[src/rtl/fbp_pkg.sv]
package fbp_pkg;
  localparam int CTRL_W = 8;
  localparam int BANK_W = 2;

  // bank field position is decoded behaviour; spare bits are kept but unused
  typedef struct packed {
    logic [1:0] bank;
    logic [1:0] spare_hi;
    logic       shadow;
    logic       spare_lo;
    logic       visible;
    logic       paging;
  } ctrl_t;
endpackage

[src/rtl/fbp_ctrl_reg.sv]
module fbp_ctrl_reg
  import fbp_pkg::*;
(
  input  logic              clk_i,
  input  logic              rst_ni,
  input  logic              port_wr_i,
  input  logic [CTRL_W-1:0] port_data_i,
  output logic [BANK_W-1:0] bank_o,
  output logic              paging_o,
  output logic              visible_o,
  output logic              shadow_o
);
  ctrl_t ctrl_q;

  always_ff @(posedge clk_i or negedge rst_ni) begin
    if (!rst_ni)        ctrl_q <= '0;
    else if (port_wr_i) ctrl_q <= ctrl_t'(port_data_i);
  end

  assign bank_o    = ctrl_q.bank;
  assign paging_o  = ctrl_q.paging;
  assign visible_o = ctrl_q.visible;
  assign shadow_o  = ctrl_q.shadow;

  assert_port_load_R2: assert property (@(posedge clk_i) disable iff (!rst_ni)
    port_wr_i |=> ctrl_q == $past(port_data_i));
  assert_port_hold_R2: assert property (@(posedge clk_i) disable iff (!rst_ni)
    !port_wr_i |=> $stable(ctrl_q));
endmodule

[src/rtl/fbp_addr_decode.sv]
module fbp_addr_decode
  import fbp_pkg::*;
#(
  parameter int ADDR_W    = 16,
  parameter int WIN_W     = 14,
  parameter int NUM_BANKS = 3
) (
  input  logic [ADDR_W-1:0] cpu_addr_i,
  input  logic              cpu_wr_i,
  input  logic              paging_i,
  input  logic [BANK_W-1:0] bank_i,
  output logic              redirect_o
);
  localparam int HI_W = ADDR_W - WIN_W;

  logic in_window, bank_ok;

  assign in_window  = (cpu_addr_i[ADDR_W-1:WIN_W] == HI_W'(0));
  assign bank_ok    = (int'(bank_i) < NUM_BANKS);
  assign redirect_o = cpu_wr_i & paging_i & in_window & bank_ok;
endmodule

[src/rtl/fbp_wr_stage.sv]
module fbp_wr_stage
  import fbp_pkg::*;
#(
  parameter int WIN_W  = 14,
  parameter int DATA_W = 8,
  localparam int PIX_AW = BANK_W + WIN_W
) (
  input  logic              clk_i,
  input  logic              rst_ni,
  input  logic              redirect_i,
  input  logic [BANK_W-1:0] bank_i,
  input  logic [WIN_W-1:0]  offs_i,
  input  logic [DATA_W-1:0] data_i,
  output logic [PIX_AW-1:0] pix_addr_o,
  output logic [DATA_W-1:0] pix_data_o,
  output logic              pix_we_o
);
  always_ff @(posedge clk_i or negedge rst_ni) begin
    if (!rst_ni) begin
      pix_we_o   <= 1'b0;
      pix_addr_o <= '0;
      pix_data_o <= '0;
    end else begin
      pix_we_o <= redirect_i;
      if (redirect_i) begin
        pix_addr_o <= {bank_i, offs_i};
        pix_data_o <= data_i;
      end
    end
  end

  assert_no_bank3_R7: assert property (@(posedge clk_i) disable iff (!rst_ni)
    pix_we_o |-> pix_addr_o[PIX_AW-1 -: BANK_W] != 2'b11);
  assert_one_cycle_R3: assert property (@(posedge clk_i) disable iff (!rst_ni)
    redirect_i |=> pix_we_o && pix_data_o == $past(data_i));
endmodule

[src/rtl/fbp_write_pager.sv]
module fbp_write_pager
  import fbp_pkg::*;
#(
  parameter int ADDR_W    = 16,
  parameter int DATA_W    = 8,
  parameter int WIN_W     = 14,
  parameter int NUM_BANKS = 3,
  localparam int PIX_AW   = BANK_W + WIN_W
) (
  input  logic              clk_i,
  input  logic              rst_ni,
  input  logic              port_wr_i,
  input  logic [CTRL_W-1:0] port_data_i,
  input  logic [ADDR_W-1:0] cpu_addr_i,
  input  logic [DATA_W-1:0] cpu_data_i,
  input  logic              cpu_wr_i,
  output logic [PIX_AW-1:0] pix_addr_o,
  output logic [DATA_W-1:0] pix_data_o,
  output logic              pix_we_o,
  output logic              layer_visible_o,
  output logic              shadow_sel_o,
  output logic              rom_off_o
);
  logic [BANK_W-1:0] bank;
  logic              paging, redirect;

  fbp_ctrl_reg u_ctrl (
    .clk_i, .rst_ni, .port_wr_i, .port_data_i,
    .bank_o(bank), .paging_o(paging),
    .visible_o(layer_visible_o), .shadow_o(shadow_sel_o)
  );

  fbp_addr_decode #(.ADDR_W(ADDR_W), .WIN_W(WIN_W), .NUM_BANKS(NUM_BANKS)) u_dec (
    .cpu_addr_i, .cpu_wr_i, .paging_i(paging), .bank_i(bank), .redirect_o(redirect)
  );

  fbp_wr_stage #(.WIN_W(WIN_W), .DATA_W(DATA_W)) u_wr (
    .clk_i, .rst_ni, .redirect_i(redirect), .bank_i(bank),
    .offs_i(cpu_addr_i[WIN_W-1:0]), .data_i(cpu_data_i),
    .pix_addr_o, .pix_data_o, .pix_we_o
  );

  assign rom_off_o = redirect;

  assert_outside_window_R5: assert property (@(posedge clk_i) disable iff (!rst_ni)
    (cpu_wr_i && cpu_addr_i[ADDR_W-1:WIN_W] != '0) |=> !pix_we_o);
  assert_paging_off_R6: assert property (@(posedge clk_i) disable iff (!rst_ni)
    (cpu_wr_i && !paging) |=> !pix_we_o);
  assert_rom_off_write_R8: assert property (@(posedge clk_i) disable iff (!rst_ni)
    rom_off_o |-> cpu_wr_i);
endmodule

[config.mk]
export PLATFORM = sky130hd
export DESIGN_NAME = fbp_write_pager
export DESIGN_NICKNAME = d
export VERILOG_FILES = /design/src/rtl/fbp_pkg.sv /design/src/rtl/fbp_ctrl_reg.sv /design/src/rtl/fbp_addr_decode.sv /design/src/rtl/fbp_wr_stage.sv /design/src/rtl/fbp_write_pager.sv
export SDC_FILE = /design/constraint.sdc
export NUM_CORES = 1
export LEC_CHECK = 0
export BUFFER_PORTS_ARGS = -buffer_cell sky130_fd_sc_hd__buf_4
export CAP_MARGIN = 5
export CORE_ASPECT_RATIO = 1.4
export CORE_UTILIZATION = 44
export DETAILED_ROUTE_END_ITERATION = 12
export PLACE_DENSITY = 0.77
export SYNTH_ARGS = -nofsm -noshare
export SYNTH_HDL_FRONTEND = slang
export SYNTH_SLANG_ARGS = --single-unit
[constraint.sdc]
create_clock -name clk_i -period 4.5 [get_ports clk_i]
set_clock_uncertainty 0.2 [all_clocks]
set_input_delay 0.9 -clock clk_i [delete_from_list [all_inputs] [get_ports clk_i]]
set_output_delay 0.9 -clock clk_i [all_outputs]
set_load 0.1 [all_outputs]
==> run_results.csv <==
group,metric,value,unit
detailed_routing,drt-wirelength-per-cell,13.4,um
timing,hold_viol,0,
cells_and_area,finalNetCount,166,
floorplanning,io-pin-count,64,
power,swShare,54.0,%
cells_and_area,final_cell_count_no_fill,167,
timing,rsz0062_at_grt,"false",
setup_path,cp-start-kind,"input port",
power,clock_power_share,12.2,%
logic_synthesis,yosys.area.top_type,"dfrtp_1",
floorplanning,initial_core_util,46.3,%
timing,worst_pin_slew,0.571,ns
setup_path,arrival,2.14,ns
logic_synthesis,syn_inst,65,
grt,grt_pass1_wl,3650,um
logic_synthesis,syn-cell-area,1210,um2
floorplanning,core,2620,um2
setup_path,end_kind,"output port",
timing,slew-limit-headroom,61.9,%
logic_synthesis,ys_top_cells_by_area,"dfrtp_1 (62%), mux2_4 (24%), mux2_2 (9.3%), buf_6 (1.9%), nand4_4 (1.8%)",
detailed_routing,drt_iter0_drc,25,
clock_network,htreeDepth,2,
grt,grt_start_max_net_pins,31,
run,drv_cap,0,
timing,finalMaxSlewViolations,0,
setup_path,crit_chain,"buf_4 > nor2_4 > nand4_4 > inv_1 > buf_4",
setup_path,slowest_stage,"nand4_4",
setup_path,cp_data_required_time,3.40,ns
floorplanning,die-area,2970,um2
place,placed_cells,159,
detailed_routing,antenna_violating_nets_post_route,0,
detailed_routing,num_vias,779,
clock_network,numCtsBuffers,5,
logic_synthesis,synth.distinct_cells,8,
cells_and_area,layout-drive-gt1-share,74.8,%
clock_network,cts_setup_buffers,0,
clock_network,insertion_delay,0.32,ns
setup_path,crit_top_cell,"buf_4",
floorplanning,fp-row-count,22,
timing,fmax,309,MHz
floorplanning,die_w,46.3,um
grt,first_global_vias,821,
timing,period_share,71.9,%
floorplanning,dieHeight,64.1,um
cells_and_area,syn_to_final_growth,44.0,%
logic_synthesis,synth.net_count,101,
setup_path,crit_path_max_fanout,25,
power,p_seq_share,28.9,%
power,p_sw,0.000712,W
clock_network,clockBufferDepth,2,
cells_and_area,nFillCells,187,
detailed_routing,drtPass1Iterations,3,
grt,grt_overflow,0,
timing,finalSetupViolCount,0,
worst_hold_path,hp-class,"in -> async",
power,combPwrFrac,58.8,%
timing,period_needed,3.24,ns
cells_and_area,final_common_cell,"buf_4",
logic_synthesis,yosysWarnings,0,
clock_network,cts_resized,0,
clock_network,clk_pin_slew,0.09,ns
detailed_routing,routed_wl,2240,um
power,peakVddDrop,0.371,mV
clock_network,cts_hold_buffers,0,
clock_network,clock_sinks,30,
detailed_routing,drc,0,
logic_synthesis,synth_top_area_share,62.0,%
clock_network,cts_tree,"done",
setup_path,max_stage_delay,0.46,ns
grt,track_usage,18.2,%
logic_synthesis,seq_area_frac_synth,62.0,%
power,power.static_leakage,0.932,nW
power,p_per_area,756,nW/um2
logic_synthesis,synth_seq_cells,30,
power,internal-power,0.000606,W
setup_path,critical_path_class,"in -> out",
cells_and_area,antennaDiodeCount,0,
logic_synthesis,syn_avg_cell_area,18.6,um2
timing,fin_setup_tns,0,ns
clock_network,root_buffer,"clkbuf_4",
place,place_congestion,0.667,
detailed_routing,post_drt_via_cell_ratio,4.66,
status,status,"completed",
grt,antenna_found_initial,0,
cells_and_area,layout_common_cells,"buf_4 (60), dfrtp_1 (30), mux2_4 (19), mux2_2 (10), clkbuf_4 (5)",
place,portBuffers,60,
## cell type report
cell class                 instances  area (um2)  share of cell area [%]
clock buffer                       7        55.1                    3.16
clock inverter                     1        5.00                   0.287
inverter                           1        3.75                   0.215
multi-input combinational         32         434                    24.9
sequential                        30         751                    43.0
tap                               36        45.0                    2.58
timing repair buffer              60         450                    25.8
## cells in the mapped netlist
cell	count
inv_1	1
nand2_1	1
dfrtp_1	30
nor2_4	1
buf_6	2
mux2_4	19
mux2_2	10
nand4_4	1
## cell families (layout without fill, tap and decap cells)
| logic type | count (synthesis) | count (layout) | synth area share [%] |
|---|---|---|---|
| and+or+nand+nor | 3 | 3 | 3.00 |
| buffers and inverters | 3 | 69 | 2.17 |
| muxes | 29 | 29 | 32.9 |
| DFF | 30 | 30 | 62.0 |
## metal layers
metal / global-route usage [%] / up-vias / share of wire (%)
met1: 18.9 / 376 / 37
met4: 13.2 / 0 / 2.2
met5: 0 / - / 0
li1: - / 358 / -
met3: 5.37 / 5 / 8.1
met2: 29.3 / 40 / 53
## final timing paths
| path | start | end | slack (ns) | cells past startpoint |
|---|---|---|---|---|
| worst max-delay path | cpu_addr_i[15] | rom_off_o | 1.26 | 5 |
| min in group clk_i | u_wr.pix_addr_o[14]$_DFFE_PN0P_ | u_wr.pix_addr_o[14]$_DFFE_PN0P_ | 0.32 | 1 |
| worst max register to register | u_ctrl.bank_o[0]$_DFFE_PN0P_ | u_wr.pix_addr_o[5]$_DFFE_PN0P_ | 2.71 | 3 |
| worst min-delay path | rst_ni | u_wr.pix_data_o[0]$_DFFE_PN0P_ | 0.28 | 1 |
| max in group asynchronous | rst_ni | u_ctrl.bank_o[1]$_DFFE_PN0P_ | 3.55 | 1 |
| worst min register to register | u_wr.pix_addr_o[14]$_DFFE_PN0P_ | u_wr.pix_addr_o[14]$_DFFE_PN0P_ | 0.32 | 1 |
## sequential cells by signal, summed over array words and instances (netlist names)
signal / count
u_ctrl.shadow_o: 1
u_wr.pix_we_o: 1
u_wr.pix_addr_o: 16
u_ctrl.bank_o: 2
u_ctrl.visible_o: 1
u_ctrl.paging_o: 1
u_wr.pix_data_o: 8
## critical path: cells and delay by family
kind | cells | cell delay, ns
buf+inv | 3 | 0.64
simple gates | 2 | 0.57
## metrics by stage
step                      instance area [um2]  setup WS [ns]  utilization, %  hold WS, ns  power (W)
final                                    1740           1.26            66.7        0.279    0.00132
after detailed placement                 1680           1.23            64.4        0.293    0.00116
after global placement                   1680           1.25            64.4        0.292    0.00116
after CTS                                1740           1.24            66.7        0.279    0.00133
after floorplan                          1210           1.45               -        0.299   0.000999
after global routing                     1740           1.17            66.7        0.288    0.00137
## power by group through the flow
| stage | combinational, W | clock [W] | sequential (W) |
|---|---|---|---|
| floorplan | 0.000105 | 0 | 0.000894 |
| global placement | 0.000774 | 0 | 0.000383 |
| detailed placement | 0.000777 | 0 | 0.000387 |
| CTS | 0.000779 | 0.000170 | 0.000382 |
| global route | 0.000795 | 0.000183 | 0.000392 |
| finish | 0.000775 | 0.000161 | 0.000381 |
No activity file was read; power rests on OpenSTA's default activity.
